==> src/rtl/stk_pkg.sv <==
package stk_pkg;
  localparam int unsigned WORD_W     = 32;
  localparam int unsigned WORD_BYTES = WORD_W / 8;
  localparam logic [7:0]  PUSH_BASE  = 8'h50;
  localparam logic [7:0]  POP_BASE   = 8'h58;

  typedef enum logic [1:0] {K_NONE, K_PUSH, K_POP} op_kind_e;
  typedef enum logic [1:0] {S_IDLE, S_EXEC, S_WAIT, S_DONE} st_e;

  function automatic logic [WORD_W-1:0] sp_dec(input logic [WORD_W-1:0] s);
    return s - WORD_W'(WORD_BYTES);
  endfunction

  function automatic logic [WORD_W-1:0] sp_inc(input logic [WORD_W-1:0] s);
    return s + WORD_W'(WORD_BYTES);
  endfunction

  function automatic op_kind_e classify(input logic [7:0] op);
    if (op[7:3] == PUSH_BASE[7:3])     return K_PUSH;
    else if (op[7:3] == POP_BASE[7:3]) return K_POP;
    else                               return K_NONE;
  endfunction
endpackage

==> src/rtl/stk_decode.sv <==
module stk_decode
  import stk_pkg::*;
#(
  parameter int unsigned SEL_W = 3
) (
  input  logic [7:0]       op_code,
  output op_kind_e         kind,
  output logic [SEL_W-1:0] sel
);
  always_comb begin
    kind = classify(op_code);
    sel  = op_code[SEL_W-1:0];
  end
endmodule

==> src/rtl/stk_regfile.sv <==
module stk_regfile #(
  parameter int unsigned W     = 32,
  parameter int unsigned N     = 8,
  parameter int unsigned SP    = 4,
  localparam int unsigned SEL_W = $clog2(N)
) (
  input  logic             clk,
  input  logic             rst_n,
  input  logic             sp_we,
  input  logic [W-1:0]     sp_d,
  input  logic             wr_en,
  input  logic [SEL_W-1:0] wr_sel,
  input  logic [W-1:0]     wr_d,
  input  logic [SEL_W-1:0] rda_sel,
  output logic [W-1:0]     rda,
  input  logic [SEL_W-1:0] rdb_sel,
  output logic [W-1:0]     rdb,
  output logic [W-1:0]     sp_q
);
  logic [N-1:0][W-1:0] q;
  logic [N-1:0]        hit;

  for (genvar g = 0; g < N; g++) begin : g_hit
    assign hit[g] = wr_en && (wr_sel == SEL_W'(g));
  end

  always_ff @(posedge clk) begin
    if (!rst_n) begin
      q <= '0;
    end else begin
      for (int i = 0; i < N; i++) begin
        if (hit[i])                    q[i] <= wr_d;
        else if (i == SP && sp_we)     q[i] <= sp_d;
      end
    end
  end

  assign rda  = q[rda_sel];
  assign rdb  = q[rdb_sel];
  assign sp_q = q[SP];
endmodule

==> src/rtl/stk_ctrl.sv <==
module stk_ctrl
  import stk_pkg::*;
#(
  parameter int unsigned W     = 32,
  parameter int unsigned SEL_W = 3,
  localparam int unsigned BE_W = W / 8
) (
  input  logic             clk,
  input  logic             rst_n,
  input  logic             op_valid,
  input  op_kind_e         kind,
  input  logic [SEL_W-1:0] sel,
  input  logic [W-1:0]     sp_q,
  input  logic [W-1:0]     src_val,
  output logic [SEL_W-1:0] sel_q,
  output logic             busy,
  output logic             done,
  output logic             accept,
  output logic             nonstack_seen,
  output logic             push_fire,
  output logic             pop_fire,
  output logic             load_fire,
  output logic             sp_we,
  output logic [W-1:0]     sp_d,
  output logic [W-1:0]     mem_addr,
  output logic [W-1:0]     mem_wdata,
  output logic [BE_W-1:0]  mem_be,
  output logic             mem_we,
  output logic             mem_re
);
  st_e      state;
  op_kind_e kind_q;

  assign busy          = (state == S_EXEC) || (state == S_WAIT);
  assign done          = (state == S_DONE);
  assign accept        = op_valid && !busy && (kind != K_NONE);
  assign nonstack_seen = op_valid && !busy && (kind == K_NONE);
  assign push_fire     = (state == S_EXEC) && (kind_q == K_PUSH);
  assign pop_fire      = (state == S_EXEC) && (kind_q == K_POP);
  assign load_fire     = (state == S_WAIT);

  always_ff @(posedge clk) begin
    if (!rst_n) begin
      state  <= S_IDLE;
      kind_q <= K_NONE;
      sel_q  <= '0;
    end else begin
      unique case (state)
        S_IDLE, S_DONE: begin
          if (accept) begin
            kind_q <= kind;
            sel_q  <= sel;
            state  <= S_EXEC;
          end else begin
            state  <= S_IDLE;
          end
        end
        S_EXEC:  state <= (kind_q == K_POP) ? S_WAIT : S_DONE;
        S_WAIT:  state <= S_DONE;
        default: state <= S_IDLE;
      endcase
    end
  end

  always_comb begin
    sp_we     = push_fire || pop_fire;
    sp_d      = push_fire ? sp_dec(sp_q) : sp_inc(sp_q);
    mem_addr  = push_fire ? sp_dec(sp_q) : sp_q;
    mem_wdata = src_val;
    mem_we    = push_fire;
    mem_re    = pop_fire;
    mem_be    = push_fire ? '1 : '0;
  end
endmodule

==> src/rtl/stk_engine.sv <==
module stk_engine
  import stk_pkg::*;
#(
  parameter int unsigned DATA_W = stk_pkg::WORD_W,
  parameter int unsigned NREG   = 8,
  parameter int unsigned SP_IDX = 4,
  localparam int unsigned SEL_W = $clog2(NREG),
  localparam int unsigned BE_W  = DATA_W / 8
) (
  input  logic              clk,
  input  logic              rst_n,
  input  logic              op_valid,
  input  logic [7:0]        op_code,
  output logic              busy,
  output logic              done,
  output logic [DATA_W-1:0] mem_addr,
  output logic [DATA_W-1:0] mem_wdata,
  output logic [BE_W-1:0]   mem_be,
  output logic              mem_we,
  output logic              mem_re,
  input  logic [DATA_W-1:0] mem_rdata,
  input  logic              ld_en,
  input  logic [SEL_W-1:0]  ld_sel,
  input  logic [DATA_W-1:0] ld_data,
  input  logic [SEL_W-1:0]  rd_sel,
  output logic [DATA_W-1:0] rd_data,
  output logic [DATA_W-1:0] sp
);
  op_kind_e            kind;
  logic [SEL_W-1:0]    sel, sel_q;
  logic [DATA_W-1:0]   sp_q, sp_d, src_val, wr_d;
  logic [SEL_W-1:0]    wr_sel;
  logic                sp_we, wr_en, accept, nonstack_seen;
  logic                push_fire, pop_fire, load_fire, host_load;

  stk_decode #(.SEL_W(SEL_W)) u_dec (
    .op_code(op_code), .kind(kind), .sel(sel)
  );

  stk_ctrl #(.W(DATA_W), .SEL_W(SEL_W)) u_ctrl (
    .clk(clk), .rst_n(rst_n), .op_valid(op_valid), .kind(kind), .sel(sel),
    .sp_q(sp_q), .src_val(src_val), .sel_q(sel_q), .busy(busy), .done(done),
    .accept(accept), .nonstack_seen(nonstack_seen), .push_fire(push_fire),
    .pop_fire(pop_fire), .load_fire(load_fire), .sp_we(sp_we), .sp_d(sp_d),
    .mem_addr(mem_addr), .mem_wdata(mem_wdata), .mem_be(mem_be),
    .mem_we(mem_we), .mem_re(mem_re)
  );

  // the memory return has priority; the host port only acts while idle
  assign host_load = ld_en && !busy;
  assign wr_en     = load_fire || host_load;
  assign wr_sel    = load_fire ? sel_q : ld_sel;
  assign wr_d      = load_fire ? mem_rdata : ld_data;

  stk_regfile #(.W(DATA_W), .N(NREG), .SP(SP_IDX)) u_rf (
    .clk(clk), .rst_n(rst_n), .sp_we(sp_we), .sp_d(sp_d),
    .wr_en(wr_en), .wr_sel(wr_sel), .wr_d(wr_d),
    .rda_sel(rd_sel), .rda(rd_data), .rdb_sel(sel_q), .rdb(src_val),
    .sp_q(sp_q)
  );

  assign sp = sp_q;
endmodule

==> config.mk <==
export PLATFORM = sky130hd
export DESIGN_NAME = stk_engine
export DESIGN_NICKNAME = d
export VERILOG_FILES = /design/src/rtl/stk_pkg.sv /design/src/rtl/stk_decode.sv /design/src/rtl/stk_regfile.sv /design/src/rtl/stk_ctrl.sv /design/src/rtl/stk_engine.sv
export SDC_FILE = /design/constraint.sdc
export NUM_CORES = 1
export LEC_CHECK = 0
export BUFFER_PORTS_ARGS = -buffer_cell sky130_fd_sc_hd__buf_4
export CORE_ASPECT_RATIO = 2
export CORE_UTILIZATION = 30
export CTS_BUF_LIST = sky130_fd_sc_hd__clkbuf_16
export CTS_CLUSTER_DIAMETER = 100
export DETAILED_ROUTE_END_ITERATION = 10
export HOLD_SLACK_MARGIN = 0.05
export PLACE_DENSITY_LB_ADDON = 0.3
export SETUP_SLACK_MARGIN = 0.2
export SLEW_MARGIN = 20
export SYNTH_ARGS = -nofsm -noshare
export SYNTH_HDL_FRONTEND = slang
export SYNTH_SLANG_ARGS = --single-unit
==> constraint.sdc <==
create_clock -name clk -period 4.1 [get_ports clk]
set_clock_uncertainty 0.05 [all_clocks]
set_input_delay 0.41 -clock clk [delete_from_list [all_inputs] [get_ports clk]]
set_output_delay 0.41 -clock clk [all_outputs]
set_load 0.01 [all_outputs]
==> metrics.yaml, run 1 <==
cts_setup_buffers: 0
ys_ff_latch: 263
arrival_ns: 3.27
rows: 117
synth_flop_cell: "dfxtp_1"
drcViolationCount: 0
fin_tns_setup_ns: 0
hold_viol_final: 0
synth.avg_cell_area_um2: 9.887
ys_seq_area_frac: 0.3405
finalNonFillerCells: 2340
period_minus_slack_ns: 3.730
syn_to_final_growth_pct: 18.91
htree_levels: 1
power_mw: 5.881
fin_crit_sh: 0.9097
clock-sinks: 263
drtPass1Iterations: 5
antenna_found_initial: 0
yosys-top-cells-area: "dfxtp_1, mux4_2, o211a_1"
worstReg2RegStart: "u_ctrl.state[0]"
vias_per_cell: 5.591
numCtsBuffers: 26
rsz0062_at_grt: "false"
min_path_type: "primary input to flop"
setup_viol: 0
netlist_instances: 1564
whs_ns: 0.07393
holdBufCountCts: 0
drtIter0Drc: 799
synth.cells.most_frequent: "nand2_1, dfxtp_1, o211a_1"
antenna_left: 0
crit_slowest_cell: "or4_4"
synth_edf_count: 0
status: "completed"
clk_latency_ns: 0.55
cts-resized-gates: 0
die_w_um: 162.5
crit_top_cell: "or4_4"
ys_types: 57
cp-startpoint: "u_rf.sp_q[2]"
leakagePower_nw: 9.481
max_freq_mhz: 268.1
synth.yosys.warnings: 0
max-vdd-ir-drop_mv: 0.2795
crit_chain: "inv_1 > ha_1 > or4b_4 > or4_4 > or4_4 > xnor2_1 > buf_4"
root_buffer: "clkbuf_16"
crit_required_ns: 3.64
core-area_mm2: 0.05094
wl_per_cell_um: 23.69
cellPowerDensity_mw_per_mm2: 319.8
die_h_um: 323.1
grt_overflow: 0
fin_nets: 1757
num_vias: 13080
gp_congestion: 0.8857
min_from: "op_code[2]"
grt_max_degree: 109
synth_area_mm2: 0.01546
cts_buffer_depth: 3
max_slew.worst_pin.slew_ns: 1.016
port_buffers: 217
critical_path_class: "flop to primary output"
place_inst: 2294
synth_top_cell_area_share: 0.3405
grt_util_all_layers: 0.2089
endpoint_kind: "primary output"
yosys.cell_count.top_type: "nand2_1"
num_antenna_cells: 0
first_global_vias: 13120
synthesis.nets: 1653
async_reset_ff_frac: 0
max_stage_delay_ns: 0.55
maxSlewHeadroom: 0.3207
drv_cap: 0
worst_setup_path_start_kind: "flop"
maxSlewViolCount: 0
synth.largest_area_cell: "dfxtp_1"
drive_above_1_share: 0.2877
io_pins: 218
die-area_mm2: 0.05251
grt_pass1_wl_um: 82140
hpwl_um: 39380
crit_fanout: 7
cts_tree: "yes"
totalWireLength_um: 55430
initial_core_util: 0.3035
clk_pin_slew_ns: 0.07
sequential cells by signal, indices dropped and copies added, names as in the netlist:
| signal | count |
|---|---|
| u_rf.q | 224 |
| u_ctrl.kind_q | 2 |
| u_rf.sp_q | 32 |
| u_ctrl.state | 2 |
| u_ctrl.sel_q | 3 |
logic make-up after synthesis:
group | Yosys count | share of synthesized area
AO/OA/AOI/OAI | 304 | 0.1797
XOR/XNOR | 49 | 0.02775
adder cells (fa/ha/maj) | 7 | 0.005664
buffers and inverters | 205 | 0.06036
flip-flops | 263 | 0.3405
multiplexers | 195 | 0.2324
AND/OR/NAND/NOR | 541 | 0.1537
layout make-up:
type	count	area [um2]
Multi-Input combinational cell	1096	9340
Sequential cell	263	5270
Clock buffer	28	700.7
Clock inverter	18	85.08
Fill cell	5135	32560
Tap cell	654	818.3
Timing Repair Buffer	267	2121
Inverter	14	52.55
placed cells by master, fill, tap and decap left out, types with 17 or more instances in the layout:
cell type  synthesis  final
clkbuf_16          0     28
nand3_1           19     19
xnor2_1           35     35
nand2_1          384    384
mux2i_1           35     34
dfxtp_1          263    261
buf_4             39    257
nor2_1            34     27
inv_1             13     19
a21oi_1           31     31
nand4_1           17     17
mux2_2            32     32
mux4_2           128    128
o211a_1          234    234
nor3_1            19     19
report_power, final:
part           internal [mW]  total, mW  switching (mW)
Clock                   1.22       2.28            1.06
Sequential              2.65       2.76           0.105
Combinational          0.397      0.837           0.440
Total                   4.28       5.88            1.60
final timing paths:
check	end	slack [ns]	cells past startpoint
setup reg to reg	u_rf.q[40]	1.14	7
setup / recovery	mem_addr[16]	0.37	7
hold reg to reg	u_rf.q[194]	0.47	1
hold / removal	u_ctrl.sel_q[2]	0.07	3
stage by stage:
stage / util / cell area [um2] / worst slack, ns
after floorplan: - / 15460 / 1.219
after global placement: 0.3454 / 17600 / 1.009
after detailed placement: 0.3455 / 17600 / 0.9950
after CTS: 0.3609 / 18390 / 0.3901
after global routing: 0.3609 / 18390 / 0.2248
final: 0.3609 / 18390 / 0.3701
metal layers:
| layer | vias to the layer above | global-route usage | part of all wire |
|---|---|---|---|
| li1 | 5941 | - | - |
| met1 | 6555 | 0.2213 | 0.35 |
| met2 | 474 | 0.3938 | 0.54 |
| met3 | 112 | 0.02808 | 0.053 |
| met4 | 0 | 0.1111 | 0.053 |
| met5 | - | 0 | 0 |
worst max-delay path, delay by kind of cell (launching register included):
family	cells	cell delay, ns
simple gates	3	1.52
xor+xnor	1	0.38
buf+inv	2	0.32
flops	1	0.31
fa+ha+maj	1	0.19
No activity file was read; power rests on OpenSTA's default activity.
==> run 2, diff against run 1 <==
Settings changed: CORE_MARGIN set to 4.
Clock period 4.1 ns to 3.1 ns, I/O delays scaled along.
==> metrics.yaml, run 2 (same netlist as run 1, synthesis figures left out) <==
totalWireLength_um: 58690  # +5.9%
syn_to_final_growth_pct: 26.30
clk_pin_slew_ns: 0.07  # about the same
io_pins: 218  # unchanged
crit_slowest_cell: "or4_4"
met3_length_um: 3289  # +13%
leakagePower_nw: 10.04  # +5.9%
wl_per_cell_um: 24.30  # +2.6%
pre_cts_slack_ns: 0.2320  # -0.7630 ns
drtIter0Drc: 1084  # +36%
root_buffer: "clkbuf_16"
dpl_cell_area_mm2: 0.01793  # +1.9%
crit_chain: "buf_4 > buf_6 > buf_8 > or4_4 > nor3_4 > buf_6 > nand2_4 > or3_4 > xnor2_4 > buf_6"
rsz0062_at_grt: "true"
antenna_found_initial: 0  # unchanged
regMostFlops: "u_rf.q"
layout_commonest_cell: "nand2_1"
hold_depth: 2  # -1
nFillCells: 5018  # -2.3%
core-area_mm2: 0.05094  # unchanged
hold_viol_final: 0  # unchanged
multi_input_area_mm2: 0.009749  # +4.4%
crit_top_cell: "buf_6"
cts_buffer_depth: 3  # unchanged
crit_required_ns: 2.74  # -0.90 ns
numCtsBuffers: 26  # unchanged
initial_core_util: 0.3035  # unchanged
worst_setup_path_start_kind: "flop"
max_slew.worst_pin.slew_ns: 1.045  # +0.02820 ns
maxSlewViolCount: 0  # unchanged
layout_common_cells: "nand2_1, buf_4, dfxtp_1"
die-area_mm2: 0.05546  # +5.6%
endpoint_kind: "primary output"
hpwl_um: 41340  # +5.0%
max_freq_mhz: 310.0
grt_util_all_layers: 0.2018  # -0.007081
drtPass1Iterations: 7  # +2
rows: 117  # unchanged
drive_above_1_share: 0.3441  # +0.05646
maxSlewHeadroom: 0.2836  # -0.03708
clock-sinks: 263  # unchanged
status: "finished, violations left"
clk_latency_ns: 0.55  # about the same
layout_setup_ws_ns: -0.1255  # -0.4955 ns
path_depth: 10  # +3
die_h_um: 329.1  # +1.9%
vias_per_cell: 5.598  # +0.14%
violations: "negative setup slack"
worst_path_dominant_cell_family: "simple AND/OR/NAND/NOR gates"
cellPowerDensity_mw_per_mm2: 409.5  # +28%
path_buf_inv: 5  # +3
cts_tree: "yes"
arrival_ns: 2.87  # -0.40 ns
drcViolationCount: 0  # unchanged
period_minus_slack_ns: 3.225
fin_area_mm2: 0.01953  # +6.2%
max-vdd-ir-drop_mv: 0.3587  # +28%
antenna_left: 0  # unchanged
crit_fanout: 5  # -2
drv_cap: 0  # unchanged
place_inst: 2333  # +1.7%
num_vias: 13520  # +3.3%
die_w_um: 168.5  # +3.7%
seq_area_mm2: 0.005278  # +0.14%
htree_levels: 1  # unchanged
gp_congestion: 0.9019  # +1.8%
wl_met1_um: 20390  # +3.7%
setup_viol: 9  # +9
port_buffers: 217  # unchanged
ff2ff_path_depth: 13  # +6
min_path_type: "primary input to flop"
power_mw: 7.998  # +36%
critical_path_class: "flop to primary output"
grt_overflow: 0  # unchanged
fin_util: 0.3834  # +0.02242
highest_layer: "met4"
grt_max_degree: 118  # +8.3%
num_antenna_cells: 0  # unchanged
grt_pass1_wl_um: 86030  # +4.7%
first_global_vias: 13610  # +3.7%
wl_met2_um: 31770  # +6.3%
fin_crit_sh: 1.040
fin_nets: 1832  # +4.3%
largest_reg_flops: 224  # unchanged
max_stage_delay_ns: 0.53  # -0.02 ns
finalNonFillerCells: 2415  # +3.2%
-- run 2: power by group --
group	internal, mW	switching, mW	total [mW]
sequential	3.51	0.116	3.63
clock	1.69	1.43	3.12
combinational	0.590	0.660	1.25
-- run 2: layout make-up --
type                            count  share of cell area
Timing Repair Buffer              342              0.1441
Multi-Input combinational cell   1096              0.4992
Sequential cell                   263              0.2702
Clock inverter                     20            0.007944
Tap cell                          654             0.04190
Inverter                           14            0.003331
Clock buffer                       26             0.03331
-- run 2: timing repair --
action	4_1_cts	5_1_grt
gates cloned	0	0
hold buffers	4	0
pin swaps	19	17
resized for setup	64	38
endpoints found under the setup margin	25	32
setup buffers	23	9
endpoints found under the hold margin	5	0
-- run 2: worst register-to-register path, cell delays in order, from the launching register on --
cell and delay, ns:
dfxtp_2 0.33, buf_4 0.13, buf_6 0.11, buf_8 0.11, or4_4 0.53, nor3_4 0.14, buf_6 0.16, buf_6 0.11
nand3_4 0.14, buf_4 0.19, buf_4 0.14, o31a_1 0.24, or3_1 0.31, a31oi_1 0.15
-- run 2: per-stage QoR --
step / setup TNS, ns / hold slack, ns
floorplan: 0 / 0.4276
finish: -0.4940 / 0.1092
detailed placement: 0 / 0.4524
CTS: -0.4620 / 0.08328
global route: -1.791 / 0.1017
global placement: 0 / 0.4408
-- run 2: path summary, 6_finish.rpt --
kind                                   start             to  slack [ns]
worst max-delay path            u_rf.sp_q[3]   mem_addr[15]       -0.13
worst min-delay path                   rst_n    u_rf.q[178]        0.11
worst max register to register  u_rf.sp_q[3]  u_rf.sp_q[31]        0.20
worst min register to register   u_rf.q[213]    u_rf.q[213]        0.47
-- run 2: metal layers --
| metal | GRT usage | vias to the layer above |
|---|---|---|
| li1 | - | 6111 |
| met4 | 0.1028 | 0 |
| met3 | 0.02846 | 135 |
| met2 | 0.3859 | 479 |
| met1 | 0.2115 | 6795 |
| met5 | 0 | - |
==> run 3, diff against run 2 <==
Settings changed: CORE_MARGIN 4 to 8.
==> metrics.yaml, run 3 (same netlist as run 1, synthesis figures left out) <==
first_global_vias: 13680  # +0.54%
worstReg2RegStart: "u_rf.sp_q[2]"
fin_area_mm2: 0.01955  # about the same
antenna_found_initial: 0  # unchanged
min_path_type: "primary input to flop"
wl_per_cell_um: 24.39  # +0.36%
io_pins: 218  # unchanged
drtIter0Drc: 1018  # -6.1%
fin_crit_sh: 1.018  # -0.02197
vias_per_cell: 5.566  # -0.58%
drive_above_1_share: 0.3417  # -0.002451
max_stage_delay_ns: 0.58  # +0.05 ns
max_slew.worst_pin.slew_ns: 1.007  # -0.03744 ns
hold_depth: 2  # unchanged
layout_common_cells: "nand2_1, buf_4, dfxtp_1"
gp_congestion: 0.9240  # +2.5%
hold_viol_final: 0  # unchanged
drv_cap: 0  # unchanged
clk_latency_ns: 0.55  # about the same
die_h_um: 337.1  # +2.4%
rsz0062_at_grt: "true"
place_inst: 2334  # +0.043%
whs_ns: 0.1477  # +0.03848 ns
period_minus_slack_ns: 3.157  # -0.06812 ns
crit_chain: "or4_1 > or4_4 > or3_4 > buf_4 > xnor2_2 > buf_4"
layout_commonest_cell: "nand2_1"
core-area_mm2: 0.05094  # unchanged
hold_end: "u_rf.q[111]"
path_buf_inv: 2  # -3
grt_max_degree: 86  # -27%
max_freq_mhz: 316.7  # +2.2%
dpl_cell_area_mm2: 0.01795  # +0.11%
setup_viol: 5  # -4
antenna_left: 0  # unchanged
maxSlewViolCount: 0  # unchanged
timing.rr.end: "u_rf.sp_q[11]"
grt_pass1_wl_um: 88060  # +2.4%
crit_fanout: 5  # unchanged
drtPass1Iterations: 5  # -2
die_w_um: 176.5  # +4.7%
finalNonFillerCells: 2413  # -0.083%
ff2ff_path_depth: 12  # -1
cts_tree: "yes"
num_vias: 13430  # -0.66%
port_buffers: 217  # unchanged
drcViolationCount: 0  # unchanged
min_from: "rst_n"
largest_reg_flops: 224  # unchanged
cts_buffer_depth: 3  # unchanged
grt_util_all_layers: 0.1924  # -0.009399
maxSlewHeadroom: 0.3285  # +0.04489
violations: "negative setup slack"
leakagePower_nw: 10.09  # +0.47%
root_buffer: "clkbuf_16"
critical_path_class: "flop to primary output"
endpoint_kind: "primary output"
worst_setup_path_start_kind: "flop"
fin_util: 0.3837  # about the same
cellPowerDensity_mw_per_mm2: 420.5  # +2.7%
crit_slowest_cell: "or4_1"
grt_overflow: 0  # unchanged
reg2reg_slack_ns: 0.33  # +0.13 ns
layout_setup_ws_ns: -0.05735  # +0.06812 ns
pre_cts_slack_ns: 0.2370  # +0.004980 ns
initial_core_util: 0.3035  # unchanged
crit_required_ns: 2.74  # about the same
htree_levels: 1  # unchanged
clk_pin_slew_ns: 0.06  # about the same
max-vdd-ir-drop_mv: 0.3537  # -1.4%
regMostFlops: "u_rf.q"
rows: 117  # unchanged
num_antenna_cells: 0  # unchanged
syn_to_final_growth_pct: 26.42  # about the same
crit_top_cell: "buf_4"
totalWireLength_um: 58860  # +0.28%
numCtsBuffers: 27  # +3.8%
fin_nets: 1829  # -0.16%
worst_path_dominant_cell_family: "simple AND/OR/NAND/NOR gates"
arrival_ns: 2.80  # -0.07 ns
clock-sinks: 263  # unchanged
hpwl_um: 41520  # +0.43%
die-area_mm2: 0.05951  # +7.3%
status: "finished, violations left"
## run 3: worst max path at each step
stage                  startpoint            to  slack (ns)  cells after the start
finish              u_rf.sp_q[11]  mem_addr[24]       -0.06                      6
global route         u_rf.sp_q[3]  mem_addr[28]       -0.15                      8
CTS                  u_rf.sp_q[2]  mem_addr[28]       -0.20                      8
detailed placement   u_rf.sp_q[2]  mem_addr[28]        0.24                      8
global placement     u_rf.sp_q[2]  mem_addr[28]        0.24                      8
floorplan            u_rf.sp_q[2]  mem_addr[28]        0.32                      8
## run 3: final cells by class
cell class,count,area (um2)
fill,5015,31400
multi-input combinational,1096,9719
sequential,263,5280
timing repair buffer,338,2794
tap,654,818.3
clock buffer,27,675.6
clock inverter,21,203.9
inverter,14,57.56
## run 3: timing repair
action                                  4_1_cts  5_1_grt
endpoints found under the setup margin       28       28
hold buffers                                  4        0
pin swaps                                    19       18
buffers inserted                             20        7
endpoints found under the hold margin         5        0
gates resized for setup                      68       22
## run 3: report_power, final
part | switching [mW] | internal (mW) | leakage, nW | total (mW)
Sequential | 0.120 | 3.51 | 2.14 | 3.63
Combinational | 0.653 | 0.590 | 7.49 | 1.24
Clock | 1.43 | 1.91 | 0.455 | 3.35
Total | 2.20 | 6.02 | 10.1 | 8.22
## run 3: metal layers
layer	global-route usage	wire length, um	vias up
met5	0	0	-
met4	0.1045	3263	0
met3	0.02857	3313	112
met2	0.3592	31420	472
met1	0.2024	20860	6745
li1	-	-	6102
## run 3: through the flow
step	total power [mW]	setup TNS, ns
floorplan	4.356	0
global placement	4.865	0
detailed placement	4.891	0
CTS	8.306	-0.6687
global route	8.534	-0.8841
finish	8.220	-0.1589
